--- config.mk ---
export PLATFORM = sky130hd
export DESIGN_NAME = local_count_timer
export DESIGN_NICKNAME = d
export VERILOG_FILES = /design/src/rtl/lct_pkg.sv /design/src/rtl/lct_regs.sv /design/src/rtl/lct_prescaler.sv /design/src/rtl/lct_count_fsm.sv /design/src/rtl/local_count_timer.sv
export SDC_FILE = /design/constraint.sdc
export NUM_CORES = 1
export LEC_CHECK = 0
export BUFFER_PORTS_ARGS = -buffer_cell sky130_fd_sc_hd__buf_4
export CORE_MARGIN = 3
export CORE_UTILIZATION = 40
export DETAILED_ROUTE_END_ITERATION = 12
export GPL_TIMING_DRIVEN = 0
export MAX_ROUTING_LAYER = met4
export SLEW_MARGIN = 10
export SYNTH_ARGS = -nofsm -noshare
export SYNTH_HDL_FRONTEND = slang
export SYNTH_SLANG_ARGS = --single-unit
--- constraint.sdc ---
create_clock -name clk -period 3.5 [get_ports clk]
set_input_delay 0.175 -clock clk [delete_from_list [all_inputs] [get_ports clk]]
set_output_delay 0.175 -clock clk [all_outputs]
set_load 0.05 [all_outputs]
--- src/rtl/lct_pkg.sv ---
`timescale 1ns/1ps
package lct_pkg;

    localparam int unsigned VEC_W     = 8;
    localparam int unsigned SHIFT_W   = 3;
    localparam int unsigned CFG_W     = 4;
    localparam int unsigned MASK_POS  = 16;
    localparam int unsigned MODE_POS  = 17;

    localparam logic [1:0] SEL_START = 2'd0;
    localparam logic [1:0] SEL_DIV   = 2'd1;
    localparam logic [1:0] SEL_ENTRY = 2'd2;
    localparam logic [1:0] SEL_LIVE  = 2'd3;

    localparam logic [CFG_W-1:0] DIV_KEEP = 4'b1011;

    typedef enum logic [1:0] {
        ST_IDLE = 2'd0,
        ST_RUN  = 2'd1,
        ST_DONE = 2'd2
    } tmr_state_e;

    typedef struct packed {
        logic             periodic;
        logic             masked;
        logic [VEC_W-1:0] vector;
    } entry_t;

    localparam entry_t ENTRY_RST = '{periodic: 1'b0, masked: 1'b1, vector: '0};

    // Folds bit 3 of the setting down next to bits 1:0, then adds one (mod 8).
    function automatic logic [SHIFT_W-1:0] div_shift(input logic [CFG_W-1:0] cfg);
        logic [SHIFT_W-1:0] code;
        code = {cfg[3], cfg[1:0]};
        return code + SHIFT_W'(1);
    endfunction

endpackage

--- src/rtl/lct_regs.sv ---
`timescale 1ns/1ps
module lct_regs
    import lct_pkg::*;
#(
    parameter int unsigned CNT_W = 32
) (
    input  logic             clk,
    input  logic             rst_n,
    input  logic             init_evt,
    input  logic             wr_en,
    input  logic [1:0]       wr_sel,
    input  logic [CNT_W-1:0] wr_data,
    output logic [CNT_W-1:0] start_val,
    output logic [CFG_W-1:0] div_cfg,
    output entry_t           entry,
    output logic             load
);

    logic wr_start, wr_div, wr_entry;

    always_comb begin
        wr_start = wr_en && (wr_sel == SEL_START);
        wr_div   = wr_en && (wr_sel == SEL_DIV);
        wr_entry = wr_en && (wr_sel == SEL_ENTRY);
        load     = wr_start && !init_evt;
    end

    always_ff @(posedge clk or negedge rst_n) begin
        if (!rst_n) begin
            start_val <= '0;
            div_cfg   <= '0;
            entry     <= ENTRY_RST;
        end else if (init_evt) begin
            start_val <= '0;
            entry     <= ENTRY_RST;
            if (wr_div) div_cfg <= wr_data[CFG_W-1:0] & DIV_KEEP;
        end else begin
            if (wr_start) start_val <= wr_data;
            if (wr_div)   div_cfg   <= wr_data[CFG_W-1:0] & DIV_KEEP;
            if (wr_entry) begin
                entry.vector   <= wr_data[VEC_W-1:0];
                entry.masked   <= wr_data[MASK_POS];
                entry.periodic <= wr_data[MODE_POS];
            end
        end
    end

endmodule

--- src/rtl/lct_prescaler.sv ---
`timescale 1ns/1ps
module lct_prescaler
    import lct_pkg::*;
#(
    parameter int unsigned SH_W = SHIFT_W
) (
    input  logic            clk,
    input  logic            rst_n,
    input  logic            restart,
    input  logic [SH_W-1:0] shift,
    output logic            tick
);

    localparam int unsigned PRE_W = (1 << SH_W) - 1;

    logic [PRE_W-1:0] pre_cnt;
    logic [PRE_W-1:0] low_mask;

    // Bit i of the mask is set when the shift is larger than i.
    for (genvar i = 0; i < PRE_W; i++) begin : g_mask
        assign low_mask[i] = (32'(shift) > i);
    end

    assign tick = &(pre_cnt | ~low_mask);

    always_ff @(posedge clk or negedge rst_n) begin
        if (!rst_n)       pre_cnt <= '0;
        else if (restart) pre_cnt <= '0;
        else              pre_cnt <= pre_cnt + PRE_W'(1);
    end

endmodule

--- src/rtl/lct_count_fsm.sv ---
`timescale 1ns/1ps
module lct_count_fsm
    import lct_pkg::*;
#(
    parameter int unsigned CNT_W = 32
) (
    input  logic             clk,
    input  logic             rst_n,
    input  logic             init_evt,
    input  logic             load,
    input  logic [CNT_W-1:0] load_val,
    input  logic [CNT_W-1:0] reload_val,
    input  logic             tick,
    input  entry_t           entry,
    output logic [CNT_W-1:0] live_count,
    output logic             irq_valid,
    output logic [VEC_W-1:0] irq_vector
);

    tmr_state_e       st_q, st_n;
    logic [CNT_W-1:0] cnt_n;
    logic             fire_n;
    logic [VEC_W-1:0] vec_n;

    always_comb begin
        st_n   = st_q;
        cnt_n  = live_count;
        fire_n = 1'b0;
        vec_n  = irq_vector;
        if (init_evt) begin
            st_n  = ST_IDLE;                    // INIT
            cnt_n = '0;
        end else if (load) begin
            if (load_val == '0) begin
                st_n  = ST_IDLE;                // ZERO
                cnt_n = '0;
            end else begin
                st_n  = ST_RUN;                 // LOAD
                cnt_n = load_val;
            end
        end else begin
            unique case (st_q)
                ST_IDLE, ST_DONE: ;
                ST_RUN: begin
                    if (tick) begin
                        if (live_count == '0) begin
                            fire_n = !entry.masked;
                            vec_n  = entry.vector;
                            if (entry.periodic) cnt_n = reload_val;   // RELOAD
                            else                st_n  = ST_DONE;      // FINISH
                        end else begin
                            cnt_n = live_count - CNT_W'(1);            // DEC
                        end
                    end
                end
                default: st_n = ST_IDLE;
            endcase
        end
    end

    // State register
    always_ff @(posedge clk or negedge rst_n) begin
        if (!rst_n) begin
            st_q       <= ST_IDLE;
            live_count <= '0;
        end else begin
            st_q       <= st_n;
            live_count <= cnt_n;
        end
    end

    // Outputs
    always_ff @(posedge clk or negedge rst_n) begin
        if (!rst_n) begin
            irq_valid  <= 1'b0;
            irq_vector <= '0;
        end else begin
            irq_valid  <= fire_n;
            irq_vector <= vec_n;
        end
    end

endmodule

--- src/rtl/local_count_timer.sv ---
`timescale 1ns/1ps
module local_count_timer
    import lct_pkg::*;
#(
    parameter int unsigned CNT_W = 32
) (
    input  logic             clk,
    input  logic             rst_n,
    input  logic             init_evt,
    input  logic             wr_en,
    input  logic [1:0]       wr_sel,
    input  logic [CNT_W-1:0] wr_data,
    input  logic [1:0]       rd_sel,
    output logic [CNT_W-1:0] rd_data,
    output logic             irq_valid,
    output logic [VEC_W-1:0] irq_vector
);

    logic [CNT_W-1:0] start_val;
    logic [CFG_W-1:0] div_cfg;
    entry_t           entry;
    logic             load;
    logic             tick;
    logic [CNT_W-1:0] live_count;
    logic [CNT_W-1:0] entry_word;

    lct_regs #(.CNT_W(CNT_W)) u_regs (
        .clk      (clk),
        .rst_n    (rst_n),
        .init_evt (init_evt),
        .wr_en    (wr_en),
        .wr_sel   (wr_sel),
        .wr_data  (wr_data),
        .start_val(start_val),
        .div_cfg  (div_cfg),
        .entry    (entry),
        .load     (load)
    );

    lct_prescaler #(.SH_W(SHIFT_W)) u_pre (
        .clk    (clk),
        .rst_n  (rst_n),
        .restart(load),
        .shift  (div_shift(div_cfg)),
        .tick   (tick)
    );

    lct_count_fsm #(.CNT_W(CNT_W)) u_fsm (
        .clk       (clk),
        .rst_n     (rst_n),
        .init_evt  (init_evt),
        .load      (load),
        .load_val  (wr_data),
        .reload_val(start_val),
        .tick      (tick),
        .entry     (entry),
        .live_count(live_count),
        .irq_valid (irq_valid),
        .irq_vector(irq_vector)
    );

    always_comb begin
        entry_word                = '0;
        entry_word[VEC_W-1:0]     = entry.vector;
        entry_word[MASK_POS]      = entry.masked;
        entry_word[MODE_POS]      = entry.periodic;
        unique case (rd_sel)
            SEL_START: rd_data = start_val;
            SEL_DIV:   rd_data = CNT_W'(div_cfg);
            SEL_ENTRY: rd_data = entry_word;
            SEL_LIVE:  rd_data = live_count;
            default:   rd_data = '0;
        endcase
    end

endmodule

==> flow_summary.json, run 1 <==
{
  "synth.most_common_cell": "dfrtp_1",
  "p_leak_nw": 3.03,
  "setup_tns_ns": 0,
  "skew_ns": 0.0112,
  "worst_slew_margin_rel": 0.404,
  "fp-row-count": 41,
  "slowest_delay_ns": 0.56,
  "ys_types": 54,
  "hold_ws_ns": 0.0454,
  "synth-simple-area-share": 0.190,
  "start_util": 0.419,
  "grt_max_degree": 96,
  "synth_edf_count": 0,
  "nets": 718,
  "yosys.area_share.adder": 0.0186,
  "vias": 5163,
  "grt_use_met3": 0.0478,
  "path_clk_slew_ns": 0.07,
  "cp.required_ns": 3.72,
  "dr.pass1.iters": 5,
  "yosysSeqAreaShare": 0.441,
  "antenna_found_initial": 0,
  "io_buffers": 80,
  "cts_buffers": 9,
  "ys_warn_count": 0,
  "nFillCells": 1216,
  "critPathBufInv": 3,
  "avgSynthCellArea_um2": 9.39,
  "p_per_area_nw_per_um2": 523,
  "die_y_um": 122,
  "cp_slowest_cell": "or4_4",
  "crit_path_end_kind": "flip-flop",
  "use_met1": 0.351,
  "max_freq_mhz": 301,
  "dpl-instance-area_um2": 6230,
  "viasPerCell": 6.10,
  "hold_path.class": "in2reg",
  "max-vdd-ir-drop_uv": 275,
  "critical_path.max_fanout": 10,
  "die_w_um": 122,
  "synth.top_cell.area_share": 0.436,
  "final.period_utilization": 0.950,
  "cts-htree-levels": 3,
  "synthTopCellsByArea": "dfrtp_1 44%, a22o_1 9.9%, nor2_1 4.0%",
  "io_pins": 81,
  "netlist_area_um2": 5390,
  "gr-max-usage-layer": "met2",
  "cts_root_buf": "clkbuf_16",
  "drt_iter0_drc": 478,
  "stdcell_area_um2": 6630,
  "syn_inst": 574,
  "die-area_um2": 14900,
  "cap_violations": 0,
  "drc_errors": 0,
  "synth_flop_cell": "dfrtp_1",
  "drtAntennaViolNets": 0,
  "setup_viol": 0,
  "worst_pin_slew_ns": 0.893,
  "n_antenna_cell": 0,
  "synthMuxAreaShare": 0.0503,
  "critPathKind": "reg2reg",
  "dpl.hpwl_um": 13400,
  "cp.arrival_ns": 3.54,
  "wl_um": 19100,
  "yosys.area.top_type": "dfrtp_1",
  "clkLatencyLatePin_ns": 0.36,
  "syn_to_final_growth_pct": 23.0,
  "drt-wirelength-per-cell_um": 22.5,
  "path_delay_family": "simple AND/OR/NAND/NOR gates",
  "synthXorXnorAreaFrac": 0.0357,
  "synth_top_family_by_area": "compound AO/OA/AOI/OAI gates",
  "grt_pass1_wl_um": 29600,
  "clk_path_buf_depth": 2,
  "finalHoldViolations": 0,
  "core-area_um2": 12900,
  "min_period_ns": 3.32,
  "syn_nets": 622,
  "cts_tree": "built",
  "grt_pass1_vias": 5169,
  "status": "finished, final reports clean",
  "cts_sinks": 95,
  "drive_above_1_share": 0.201,
  "grtUsageMet2": 0.433,
  "synth_compound_area_frac": 0.230,
  "rsz0062_at_grt": "no",
  "async_reset_ff_frac": 1.00,
  "slew_violations": 0,
  "grtUsageTotal": 0.272,
  "synthTopCellsByCount": "94 x dfrtp_1, 61 x a22o_1, 58 x nor2_1",
  "synth-seq-cells": 95,
  "path_cells": "inv_1 -> ha_1 -> or4b_1 -> or4_4 -> or4_4 -> clkbuf_4 -> clkbuf_4 -> nor2_1 -> a211oi_2 -> a211oi_1 -> nor3_1",
  "place_congestion": 0.914,
  "crit_path_start_kind": "flip-flop",
  "grt-ovfl-total": 0
}
-- layer usage --
layer,vias to the layer above,wire (um),part of all wire
met3,33,1210,0.063
met1,2578,8350,0.44
li1,2335,-,-
met4,0,483,0.025
met5,-,0,0
met2,217,9060,0.47
-- where the power goes --
part,switching (mW),leakage (nW),internal (mW)
combinational,0.661,1.61,0.437
clock,0.456,0.142,0.555
sequential,0.147,1.28,1.21
-- cell families after synthesis --
kind of cell / Yosys count
fa+ha+maj: 8
mux: 22
compound gates: 175
flops: 95
xor+xnor: 22
buf+inv: 47
simple gates: 205
-- layout make-up --
class / instances / area, um2 / area share
plain buffers: 39 / 180 / 0.0272
clock buffers: 9 / 225 / 0.0340
clock inverters: 7 / 72.6 / 0.0109
inverters: 7 / 26.3 / 0.00396
multi-input cells: 432 / 2870 / 0.433
flip-flops and latches: 95 / 2380 / 0.359
well taps: 172 / 215 / 0.0325
repair buffers: 86 / 664 / 0.100
-- metrics by stage --
| stage | total power [mW] | utilization | setup slack [ns] | cells |
|---|---|---|---|---|
| floorplan | 2.10 | - | 0.361 | 574 |
| global placement | 2.41 | 0.482 | -0.377 | 826 |
| detailed placement | 2.43 | 0.484 | -0.244 | 827 |
| CTS | 3.45 | 0.510 | -0.0110 | 844 |
| global route | 3.65 | 0.515 | 0.0335 | 847 |
| finish | 3.47 | 0.515 | 0.176 | 847 |
-- placed cells by master, fill, tap and decap left out, types with 9 or more instances in the layout --
master,netlist,routed
dfrtp_1,94,94
buf_4,0,83
a22o_1,61,61
nand2_1,57,57
nor2_1,58,56
clkbuf_1,36,25
o21ai_1,24,24
nor3_1,23,23
a211oi_1,24,22
a21oi_1,20,20
o21ai_0,19,19
nor4_1,19,18
xnor2_1,14,14
clkbuf_16,0,9
-- final timing paths --
path,startpoint,to,slack [ns],cells past startpoint
min in group asynchronous,rst_n,u_pre.pre_cnt[4]$_DFF_PN0_,0.48,2
setup / recovery,u_fsm.live_count[0]$_DFFE_PN0P_,u_fsm.live_count[12]$_DFFE_PN0P_,0.18,11
setup reg to reg,u_fsm.live_count[0]$_DFFE_PN0P_,u_fsm.live_count[12]$_DFFE_PN0P_,0.18,11
hold reg to reg,u_regs.entry[8]$_DFFE_PN1P_,u_regs.entry[8]$_DFFE_PN1P_,0.48,2
max in group asynchronous,rst_n,u_fsm.live_count[12]$_DFFE_PN0P_,2.41,2
hold / removal,wr_data[7],u_regs.entry[7]$_DFFE_PN0P_,0.05,2
-- state kept, by name, summed over array words and instances, names as in the netlist --
name / count
u_fsm.irq_valid: 1
u_regs.div_cfg: 3
u_fsm.live_count: 32
u_regs.start_val: 32
u_pre.pre_cnt: 7
u_fsm.irq_vector: 8
u_regs.entry: 10
u_fsm.st_q: 2
-- repair_timing --
action | in CTS | in global routing
gates resized for setup | 13 | 11
hold buffers | 0 | 1
endpoints found under the setup margin | 41 | 42
buffers inserted | 1 | 3
pin swaps | 1 | 1
endpoints found under the hold margin | 0 | 17
Power figures use the tool's default switching activity.
==> run 2: changes to the inputs <==
- CORE_MARGIN: 3 -> default
==> run 2 against run 1 <==
Clock skew fell by 0.0045 ns. Non-clock buffer count shrank 3. Via count grew 2.3%. Largest cell class unchanged. Global-route usage rose by 2.2 points. First-iteration DRC count fell by 7.3%. Clock power up 9.9%. Maximum frequency shrank 1.9%.
==> flow_summary.json, run 2 (synthesis gave the netlist of run 1 again) <==
{
  "status": "finished, final reports clean",
  "io_buffers": 80,
  "drc_errors": 0,
  "drtAntennaViolNets": 0,
  "wl_um": 19200,
  "drt_iter0_drc": 443,
  "skew_ns": 0.00667,
  "crit_path_end_kind": "flip-flop",
  "max_freq_mhz": 295,
  "io_pins": 81,
  "antenna_found_initial": 0,
  "nets": 715,
  "hold_ws_ns": 0.0626,
  "grt-ovfl-total": 0,
  "r2r_setup_slack_ns": 0.11,
  "grt_pass1_wl_um": 30100,
  "power.share.clock": 0.309,
  "setup_viol": 0,
  "core-area_um2": 13200,
  "dpl.hpwl_um": 13500,
  "layout_common_cells": "94 x dfrtp_1, 79 x buf_4, 61 x a22o_1, 57 x nand2_1, 56 x nor2_1",
  "p_per_area_nw_per_um2": 536,
  "grt_pass1_vias": 5224,
  "cts_tree": "built",
  "pwr-share-seq": 0.381,
  "path_clk_slew_ns": 0.06,
  "die_w_um": 118,
  "die-area_um2": 14000,
  "slew_violations": 0,
  "r2r_cells": 8,
  "min_period_ns": 3.39,
  "p_switching_mw": 1.25,
  "reg2reg_to": "u_fsm.live_count[31]$_DFFE_PN0P_",
  "vias": 5283,
  "worst_slew_margin_rel": 0.358,
  "critPathKind": "reg2reg",
  "dr.pass1.iters": 5,
  "final_common_cell": "dfrtp_1",
  "cp.required_ns": 3.77,
  "cts_root_buf": "clkbuf_16",
  "final.period_utilization": 0.968,
  "p_leak_nw": 3.05,
  "hold_path.class": "in2reg",
  "top_regs": "u_fsm.live_count (32), u_regs.start_val (32), u_regs.entry (10)",
  "syn_to_final_growth_pct": 23.7,
  "rr_startpoint": "u_fsm.live_count[20]$_DFFE_PN0P_",
  "fp-row-count": 42,
  "power_frac_comb": 0.309,
  "netSwitchingFraction": 0.349,
  "place_congestion": 0.936,
  "rsz0062_at_grt": "no",
  "drive_above_1_share": 0.194,
  "die_y_um": 118,
  "cts_sinks": 95,
  "cp_slowest_cell": "or4_4",
  "finalHoldViolations": 0,
  "slowest_delay_ns": 0.56,
  "grt_max_degree": 96,
  "clk_path_buf_depth": 2,
  "max-vdd-ir-drop_uv": 286,
  "min_from": "wr_data[5]",
  "cts-htree-levels": 3,
  "p_int_mw": 2.33,
  "worst_pin_slew_ns": 0.960,
  "drt-wirelength-per-cell_um": 22.6,
  "holdPathStages": 3,
  "cp.arrival_ns": 3.66,
  "crit_path_start_kind": "flip-flop",
  "grtUsageTotal": 0.293,
  "crit_path_frequent_cell": "or4_4",
  "n_antenna_cell": 0,
  "path_cells": "or4_4 -> or4_4 -> buf_6 -> or4_4 -> or4_1 -> nor3b_1 -> o311a_1 -> nor3_2",
  "start_util": 0.409,
  "critical_path.max_fanout": 8,
  "clkLatencyLatePin_ns": 0.35,
  "viasPerCell": 6.24,
  "cts_buffers": 9,
  "cap_violations": 0,
  "min_to": "u_regs.start_val[5]$_DFFE_PN0P_",
  "fin_total_pwr_mw": 3.57
}
## run 2: cell count changes in the layout (fill, tap and decap cells not counted)
| cell | previous run | this run |
|---|---|---|
| o31ai_2 | 1 | 0 |
| clkinvlp_4 | 2 | 0 |
| clkinv_4 | 1 | 0 |
| inv_6 | 1 | 0 |
| a211oi_1 | 22 | 24 |
| a211oi_2 | 2 | 0 |
| bufinv_16 | 1 | 2 |
| buf_4 | 83 | 79 |
| o31ai_4 | 0 | 1 |
| clkbuf_8 | 0 | 3 |
| clkbuf_2 | 6 | 5 |
| buf_16 | 0 | 1 |
| clkinv_2 | 2 | 1 |
| clkbuf_4 | 5 | 6 |
## run 2: area by class of cell
cell class	instances	area, um2
Fill cell	1269	6520
Multi-Input combinational cell	432	2870
Sequential cell	95	2380
Timing Repair Buffer	83	662
Clock buffer	12	267
Tap cell	176	220
Buffer	39	183
Clock inverter	3	65.1
Inverter	7	26.3
## run 2: worst max path at each step
stage	from	endpoint	slack, ns	depth (start not counted)
floorplan	u_fsm.live_count[20]$_DFFE_PN0P_	u_fsm.live_count[31]$_DFFE_PN0P_	0.36	8
global placement	u_fsm.live_count[0]$_DFFE_PN0P_	u_fsm.live_count[1]$_DFFE_PN0P_	-0.39	11
detailed placement	u_fsm.live_count[8]$_DFFE_PN0P_	u_fsm.live_count[1]$_DFFE_PN0P_	-0.33	9
CTS	u_fsm.live_count[0]$_DFFE_PN0P_	u_fsm.live_count[22]$_DFFE_PN0P_	0.004	11
global route	u_fsm.live_count[20]$_DFFE_PN0P_	u_fsm.live_count[31]$_DFFE_PN0P_	0.03	8
finish	u_fsm.live_count[20]$_DFFE_PN0P_	u_fsm.live_count[31]$_DFFE_PN0P_	0.11	8
## run 2: worst max-delay path: cells and delay by family (launching register included)
kind	cells	cell delay, ns
simple gates	6	2.33
buf+inv	1	0.15
flops	1	0.47
compound gates	1	0.36
## run 2: per-layer routing
metal / part of all wire / routed length, um / track usage
met5: 0 / 0 / -
met4: 0.044 / 838 / 0.146
met3: 0.067 / 1280 / 0.0339
met2: 0.46 / 8720 / 0.447
met1: 0.43 / 8310 / 0.388
## run 2: stage by stage
| step | setup slack [ns] | area, um2 | setup TNS, ns | std cells | util |
|---|---|---|---|---|---|
| after floorplan | 0.361 | 5390 | 0 | 574 | - |
| after global placement | -0.388 | 6210 | -8.01 | 830 | 0.471 |
| after detailed placement | -0.327 | 6220 | -6.88 | 830 | 0.472 |
| after CTS | 0.00366 | 6600 | 0 | 846 | 0.500 |
| after global routing | 0.0302 | 6670 | 0 | 847 | 0.506 |
| final | 0.111 | 6670 | 0 | 847 | 0.506 |
## run 2: repair_timing
item	4_1_cts	5_1_grt
gates resized for setup	12	14
setup endpoints to repair	40	41
buffers inserted	1	0
hold buffers	0	1
endpoints found under the hold margin	0	34
pin swaps	1	0
## run 2: power groups by stage
stage | Combinational (mW) | Sequential (mW) | Clock, mW
6_report | 1.11 | 1.36 | 1.11
5_1_grt | 1.20 | 1.38 | 1.16
4_1_cts | 1.08 | 1.36 | 1.11
3_5_place_dp | 1.07 | 1.38 | 0
3_3_place_gp | 1.05 | 1.37 | 0
2_1_floorplan | 0.772 | 1.33 | 0
